--- src/rtl/fwd_pkg.sv ---
package fwd_pkg;
  typedef enum logic [1:0] {
    SEL_RF = 2'b00,
    SEL_MW = 2'b01,
    SEL_EM = 2'b10
  } opnd_sel_e;
endpackage

--- src/rtl/fwd_sel_unit.sv ---
module fwd_sel_unit
  import fwd_pkg::*;
#(
  parameter int unsigned REG_W = 5
) (
  input  logic             clk_i,
  input  logic             rst_ni,
  input  logic [REG_W-1:0] src_i,
  input  logic [REG_W-1:0] mem_dst_i,
  input  logic             mem_wen_i,
  input  logic [REG_W-1:0] wb_dst_i,
  input  logic             wb_wen_i,
  output opnd_sel_e        sel_o
);
  logic src_live;
  logic hit_mem, hit_wb;

  assign src_live = (src_i != '0);
  assign hit_mem  = src_live && mem_wen_i && (mem_dst_i == src_i);
  assign hit_wb   = src_live && wb_wen_i && (wb_dst_i == src_i);

  // younger result wins
  always_comb begin
    if (hit_mem)     sel_o = SEL_EM;
    else if (hit_wb) sel_o = SEL_MW;
    else             sel_o = SEL_RF;
  end

  a_r5_zero_src_no_fwd: assert property (@(posedge clk_i) disable iff (!rst_ni)
    (src_i == '0) |-> (sel_o == SEL_RF));
  a_r10_no_illegal_sel: assert property (@(posedge clk_i) disable iff (!rst_ni)
    $onehot0(sel_o));
  a_r6_no_wen_no_fwd: assert property (@(posedge clk_i) disable iff (!rst_ni)
    (!mem_wen_i && !wb_wen_i) |-> (sel_o == SEL_RF));
endmodule

--- src/rtl/load_use_detect.sv ---
module load_use_detect #(
  parameter int unsigned REG_W   = 5,
  parameter int unsigned NUM_SRC = 2
) (
  input  logic                          clk_i,
  input  logic                          rst_ni,
  input  logic [NUM_SRC-1:0][REG_W-1:0] id_src_i,
  input  logic [REG_W-1:0]              ex_dst_i,
  input  logic                          ex_wen_i,
  input  logic                          ex_load_i,
  output logic                          hazard_o
);
  logic [NUM_SRC-1:0] match;
  logic               load_live;

  assign load_live = ex_load_i && ex_wen_i && (ex_dst_i != '0);

  for (genvar g = 0; g < NUM_SRC; g++) begin : g_cmp
    assign match[g] = (id_src_i[g] == ex_dst_i);
  end

  assign hazard_o = load_live && (|match);

  a_r8_non_load_no_hazard: assert property (@(posedge clk_i) disable iff (!rst_ni)
    !ex_load_i |-> !hazard_o);
  a_r5_zero_dst_no_hazard: assert property (@(posedge clk_i) disable iff (!rst_ni)
    (ex_dst_i == '0) |-> !hazard_o);
endmodule

--- src/rtl/fwd_hazard_ctrl.sv ---
module fwd_hazard_ctrl
  import fwd_pkg::*;
#(
  parameter int unsigned REG_W = 5
) (
  input  logic             clk_i,
  input  logic             rst_ni,
  input  logic [REG_W-1:0] id_src_a_i,
  input  logic [REG_W-1:0] id_src_b_i,
  input  logic [REG_W-1:0] ex_src_a_i,
  input  logic [REG_W-1:0] ex_src_b_i,
  input  logic [REG_W-1:0] ex_dst_i,
  input  logic             ex_wen_i,
  input  logic             ex_load_i,
  input  logic [REG_W-1:0] mem_dst_i,
  input  logic             mem_wen_i,
  input  logic [REG_W-1:0] wb_dst_i,
  input  logic             wb_wen_i,
  output logic [1:0]       fwd_a_o,
  output logic [1:0]       fwd_b_o,
  output logic             stall_o,
  output logic             bubble_o
);
  localparam int unsigned NUM_SRC = 2;

  logic [NUM_SRC-1:0][REG_W-1:0] ex_src;
  logic [NUM_SRC-1:0][REG_W-1:0] id_src;
  opnd_sel_e [NUM_SRC-1:0]       sel;
  logic                          hazard;

  assign ex_src = {ex_src_b_i, ex_src_a_i};
  assign id_src = {id_src_b_i, id_src_a_i};

  for (genvar g = 0; g < NUM_SRC; g++) begin : g_opnd
    fwd_sel_unit #(.REG_W(REG_W)) u_sel (
      .clk_i     (clk_i),
      .rst_ni    (rst_ni),
      .src_i     (ex_src[g]),
      .mem_dst_i (mem_dst_i),
      .mem_wen_i (mem_wen_i),
      .wb_dst_i  (wb_dst_i),
      .wb_wen_i  (wb_wen_i),
      .sel_o     (sel[g])
    );
  end

  load_use_detect #(.REG_W(REG_W), .NUM_SRC(NUM_SRC)) u_lud (
    .clk_i     (clk_i),
    .rst_ni    (rst_ni),
    .id_src_i  (id_src),
    .ex_dst_i  (ex_dst_i),
    .ex_wen_i  (ex_wen_i),
    .ex_load_i (ex_load_i),
    .hazard_o  (hazard)
  );

  assign fwd_a_o  = sel[0];
  assign fwd_b_o  = sel[1];
  assign stall_o  = hazard;
  assign bubble_o = hazard;

  a_r7_stall_with_bubble: assert property (@(posedge clk_i) disable iff (!rst_ni)
    stall_o == bubble_o);
  a_r4_mem_priority: assert property (@(posedge clk_i) disable iff (!rst_ni)
    (mem_wen_i && ex_src_a_i != '0 && mem_dst_i == ex_src_a_i) |-> (fwd_a_o == 2'b10));
endmodule

--- config.mk ---
export PLATFORM = sky130hd
export DESIGN_NAME = fwd_hazard_ctrl
export DESIGN_NICKNAME = d
export VERILOG_FILES = /design/src/rtl/fwd_pkg.sv /design/src/rtl/fwd_sel_unit.sv /design/src/rtl/load_use_detect.sv /design/src/rtl/fwd_hazard_ctrl.sv
export SDC_FILE = /design/constraint.sdc
export NUM_CORES = 1
export LEC_CHECK = 0
export BUFFER_PORTS_ARGS = -buffer_cell sky130_fd_sc_hd__buf_4
export CORE_UTILIZATION = 30
export DETAILED_ROUTE_END_ITERATION = 12
export PLACE_DENSITY_LB_ADDON = 0.15
export SLEW_MARGIN = 5
export SYNTH_ARGS = -nofsm -noshare
export SYNTH_HDL_FRONTEND = slang
export SYNTH_SLANG_ARGS = --single-unit
--- constraint.sdc ---
create_clock -name vclk -period 0.9
set_input_delay 0.045 -clock vclk [all_inputs]
set_output_delay 0.045 -clock vclk [all_outputs]
set_load 0.02 [all_outputs]
==> qor.yml, run 1 <==
status:
  outcome: "complete, but fails checks"
  failed_checks: "setup timing"
floorplanning:
  core_sq_um: 1350
  rows: 13
  starting_density_of_the_core: 0.335
  design.die.area_sq_um: 1670
  io_pins: 47
  floorplan.die.height_microns: 40.9
  floorplan.die.width_microns: 40.9
sta:
  rsz_0062_raised_after_global_routing: "yes"
  max_slew.worst_pin.slew_ns: 0.320
  timing.max_slew.rel_slack: 0.785
  period_needed_ns: 1.30
  slew_viol_final: 0
  finalHoldViolCount: 0
  maxClockFrequency_ghz: 0.771
  setup-violations-final: 6
  post-route-period-util: 1.44
  setup_ws_ns: -0.397
  tns_ns: -1.80
detailed_routing:
  drt_pre_antenna_iters: 2
  wl_microns: 1550
  drc: 0
  wl_per_cell_microns: 12.2
  drt.antenna.violating_nets: 0
  avgViaCountPerCell: 4.68
  num_vias: 594
  initialDrtViolationCount: 3
worst_setup_path:
  worstPathMaxFanout: 2
  crit_required_ns: 0.85
  worst-endpoint-arrival_ns: 1.25
  crit_path_cell_trace: "buf_6 -> or4_4 -> nor2_4 -> nor4_4 -> nor4_4 -> buf_4"
  worst_path_max_delay_cell: "or4_4"
  type_of_the_worst_setup_path: "primary input to output pin"
  timing.critical_path.slowest_cell_delay_ns: 0.53
  timing.critical_path.mode_cell: "nor4_4"
  cp-start-kind: "primary input"
  end_kind: "output pin"
place:
  number_of_buffers_inserted_by_port_buffering: 45
  place_inst: 125
  dp.final_hpwl_microns: 1320
  routabilityCongestion: 0.708
  dp_slack_ns: -0.389
global_routing:
  grt_ovf: 0
  grt_first_pass_wirelength_microns: 2330
  first_global_vias: 589
  grt_max_degree: 4
  antenna_found_initial: 0
  grt_util_all_layers: 0.207
logic_synthesis:
  post_synth_num_cell_types: 13
  syn_area_sq_um: 453
  syn_nets: 95
  synth.yosys.warnings: 0
  syn_area_per_cell_sq_um: 8.39
  share_of_synthesized_area_occupied_by_flip_flops_and_latches: 0
  number_of_instances_in_the_synthesized_netlist: 54
pwr:
  cellLeakagePower_uw: 0.000442
  power.density_cell_area_nw_per_um2: 440
  ir_worst_vdd_uv: 254
  post_layout_power_uw: 453
hold_path:
  worst_hold_check_path_type: "primary input to output pin"
  min_path_cells: 4
cells_and_area:
  sequential_cell_area_sq_um: 0
  seq_cells: 0
  stdcell_count: 127
  drive_above_1_share: 0.670
  syn2layout_area_growth_pct: 127
  fillerInstances: 104
  post_layout_util: 0.763
  clock_buffers: 0
  finalNetCount: 155
  antenna_cells_inserted: 0
  multi_input_area_sq_um: 500
clocking:
  hold_buffers: 0
flow_run:
  maxCapViolCount: 0
## worst max-delay path: cells and delay by family
kind | cells | cell delay [ns]
buf+inv | 2 | 0.26
simple gates | 4 | 0.93
## cell usage after synthesis, drive strengths merged
master | n | share of area
xnor2 | 20 | 0.39
xor2 | 10 | 0.19
nand4 | 4 | 0.055
nor4 | 4 | 0.11
buf | 3 | 0.050
or4 | 3 | 0.066
nand2 | 2 | 0.017
nand3 | 2 | 0.022
nor2 | 2 | 0.050
nor3 | 2 | 0.022
a21oi | 1 | 0.011
o211ai | 1 | 0.017
## area by class of cell
class | count | share of cell area
Tap cell | 15 | 0.0182
Timing Repair Buffer | 61 | 0.496
Multi-Input combinational cell | 51 | 0.486
## routing by layer
metal,routed length [microns],GRT usage,vias up,share of wire
met5,0,0,-,0
met4,0,0,0,0
met3,75,0,0,0.048
met2,896,0.426,24,0.58
met1,582,0.244,266,0.37
li1,-,-,304,-
## cells in the final DEF (no fill, tap or decap), types with 3 or more instances in the layout
cell / count
buf_6: 10
nor4_4: 4
or4_4: 3
xnor2_1: 18
nand4_1: 4
buf_4: 49
xor2_1: 9
## where the power goes
part / switching (uW) / internal [uW]
clock network: 0 / 0
registers: 0 / 0
logic: 178 / 275
## through the flow
| step | hold WS (ns) | cell area (sq um) |
|---|---|---|
| floorplan | 0.240 | 474 |
| global placement | 0.474 | 913 |
| detailed placement | 0.482 | 913 |
| CTS | 0.487 | 991 |
| global route | 0.507 | 1030 |
| finish | 0.481 | 1030 |
## final timing paths
kind                           from          to  slack [ns]
worst max-delay path  ex_src_a_i[0]  fwd_a_o[0]       -0.40
worst min-delay path      ex_load_i     stall_o        0.48
## logic make-up after synthesis
kind of cell | after synthesis | synth area share
AND/OR/NAND/NOR | 19 | 0.343
buffers and inverters | 3 | 0.0497
AO/OA/AOI/OAI | 2 | 0.0276
XOR/XNOR | 30 | 0.580
## what timing repair did
item / in CTS / in global routing
gates resized for setup: 13 / 8
endpoints found under the hold margin: 0 / 0
buffers inserted: 3 / 0
setup endpoints to repair: 6 / 6
pin swaps: 5 / 6
(Power assumes the default switching activity.)
==> run 2: changes to the inputs <==
--- a/config.mk
+++ b/config.mk
@@ -6,7 +6,7 @@
 export NUM_CORES = 1
 export LEC_CHECK = 0
 export BUFFER_PORTS_ARGS = -buffer_cell sky130_fd_sc_hd__buf_4
-export CORE_UTILIZATION = 30
+export CORE_UTILIZATION = 24
 export DETAILED_ROUTE_END_ITERATION = 12
 export PLACE_DENSITY_LB_ADDON = 0.15
 export SLEW_MARGIN = 5
==> run 2 against run 1 <==
Effect of this change: the run still ends with setup timing left; flip-flop and latch count is the same; fmax grew 0.38%; final area grew 7.5%; die area grew 24%; setup slack gained 0.0049 ns; routed wire length shrank 4.2%; global-route usage shrank 5.8 points; critical path type unchanged; critical endpoint unchanged.
==> qor.yml, run 2 (synthesis results as in run 1) <==
cells_and_area:
  finalNetCount: 160  # was 155
  layout.cells.most_common: "buf_4"  # unchanged
  drive_above_1_share: 0.709  # was 0.670
  mostFrequentLayoutCells: "buf_4 (51), xnor2_1 (16), buf_6 (14), xor2_1 (9)"  # was buf_4 (49), xnor2_1 (18), buf_6 (10), xor2_1 (9)
  syn2layout_area_growth_pct: 144  # was 127%
  stdcell_count: 142  # was 127
  antenna_cells_inserted: 0  # unchanged
  finalInstanceArea_sq_um: 1110  # was 1030 sq um
  seq_cells: 0  # unchanged
  sequential_cell_area_sq_um: 0  # unchanged
  clock_buffers: 0  # unchanged
worst_setup_path:
  worstPathMaxFanout: 2  # unchanged
  worst-endpoint-arrival_ns: 1.25  # about the same
  type_of_the_worst_setup_path: "primary input to output pin"  # unchanged
  worst_setup_path_startpoint: "ex_src_a_i[0]"  # unchanged
  end_kind: "output pin"  # unchanged
  cp-start-kind: "primary input"  # unchanged
  crit_required_ns: 0.85  # about the same
global_routing:
  first_global_vias: 574  # was 589
  antenna_found_initial: 0  # unchanged
  grt_util_all_layers: 0.148  # was 0.207
  grt_first_pass_wirelength_microns: 2290  # was 2330 microns
  grt_max_degree: 4  # unchanged
  grt_ovf: 0  # unchanged
clocking:
  hold_buffers: 0  # unchanged
detailed_routing:
  drt_pre_antenna_iters: 1  # was 2
  wl_microns: 1490  # was 1550 microns
  avgViaCountPerCell: 4.33  # was 4.68
  initialDrtViolationCount: 0  # was 3
  drt.antenna.violating_nets: 0  # unchanged
  drc: 0  # unchanged
  wl_per_cell_microns: 10.5  # was 12.2 microns
  num_vias: 615  # was 594
pwr:
  cellLeakagePower_uw: 0.000480  # was 0.000442 uW
  ir_worst_vdd_uv: 216  # was 254 uV
  power.density_cell_area_nw_per_um2: 432  # was 440 nW/um^2
  post_layout_power_uw: 479  # was 453 uW
hold_path:
  worst_hold_check_path_type: "primary input to output pin"  # unchanged
  holdCritStartpoint: "ex_load_i"  # unchanged
floorplanning:
  floorplan.die.height_microns: 45.4  # was 40.9 microns
  design.die.area_sq_um: 2060  # was 1670 sq um
  starting_density_of_the_core: 0.259  # was 0.335
  io_pins: 47  # unchanged
  rows: 15  # was 13
  floorplan.die.width_microns: 45.4  # was 40.9 microns
  core_sq_um: 1750  # was 1350 sq um
place:
  detailed_place.area_sq_um: 956  # was 913 sq um
  place_inst: 139  # was 125
  routabilityCongestion: 0.699  # was 0.708
  dp_slack_ns: -0.399  # was -0.389 ns
  number_of_buffers_inserted_by_port_buffering: 45  # unchanged
  dp.final_hpwl_microns: 1250  # was 1320 microns
sta:
  finalHoldViolCount: 0  # unchanged
  period_needed_ns: 1.29  # was 1.30 ns
  post-route-period-util: 1.44  # about the same
  slew_viol_final: 0  # unchanged
  timing.max_slew.rel_slack: 0.800  # was 0.785
  rsz_0062_raised_after_global_routing: "yes"  # unchanged
  setup-violations-final: 6  # unchanged
  setup_ws_ns: -0.392  # was -0.397 ns
  max_slew.worst_pin.slew_ns: 0.298  # was 0.320 ns
  maxClockFrequency_ghz: 0.774  # was 0.771 GHz
flow_run:
  maxCapViolCount: 0  # unchanged
status:
  outcome: "complete, but fails checks"  # unchanged
  failed_checks: "setup timing"  # unchanged
==> run 2: where the power goes <==
group          internal, uW  switching (uW)  total, uW
logic                   297             182        479
registers                 0               0          0
clock network             0               0          0
==> run 2: worst paths after layout <==
check             depth (start not counted)    endpoint
setup / recovery                          6  fwd_a_o[0]
hold / removal                            4     stall_o
==> run 2: area by class of cell <==
class | instances | area, sq um
repair buffers | 66 | 556
multi-input cells | 51 | 520
fillers | 170 | 638
well taps | 25 | 31.3
==> run 2: repair_timing <==
item,in CTS,in global routing
resized for setup,17,9
endpoints found under the setup margin,6,6
setup buffers,2,1
pin swaps,5,10
==> run 2: per-layer routing <==
| layer | routed length [microns] | global-route usage | vias up |
|---|---|---|---|
| met5 | 0 | 0 | - |
| met4 | 0 | 0 | 0 |
| met3 | 87 | 0 | 0 |
| met2 | 795 | 0.277 | 22 |
| met1 | 606 | 0.200 | 277 |
| li1 | - | - | 316 |
==> run 2: worst max-delay path, stage by stage <==
cell and delay (ns):
buf_6 0.09, or4_4 0.54, nor2_4 0.12, nor4_4 0.07, nor4_4 0.20, buf_4 0.17
==> run 2: stage by stage <==
stage | setup TNS, ns | util | hold WS [ns]
global route | -1.94 | 0.634 | 0.507
floorplan | -0.849 | - | 0.240
finish | -1.63 | 0.634 | 0.472
global placement | -1.81 | 0.548 | 0.483
detailed placement | -1.89 | 0.548 | 0.486
CTS | -1.71 | 0.605 | 0.467
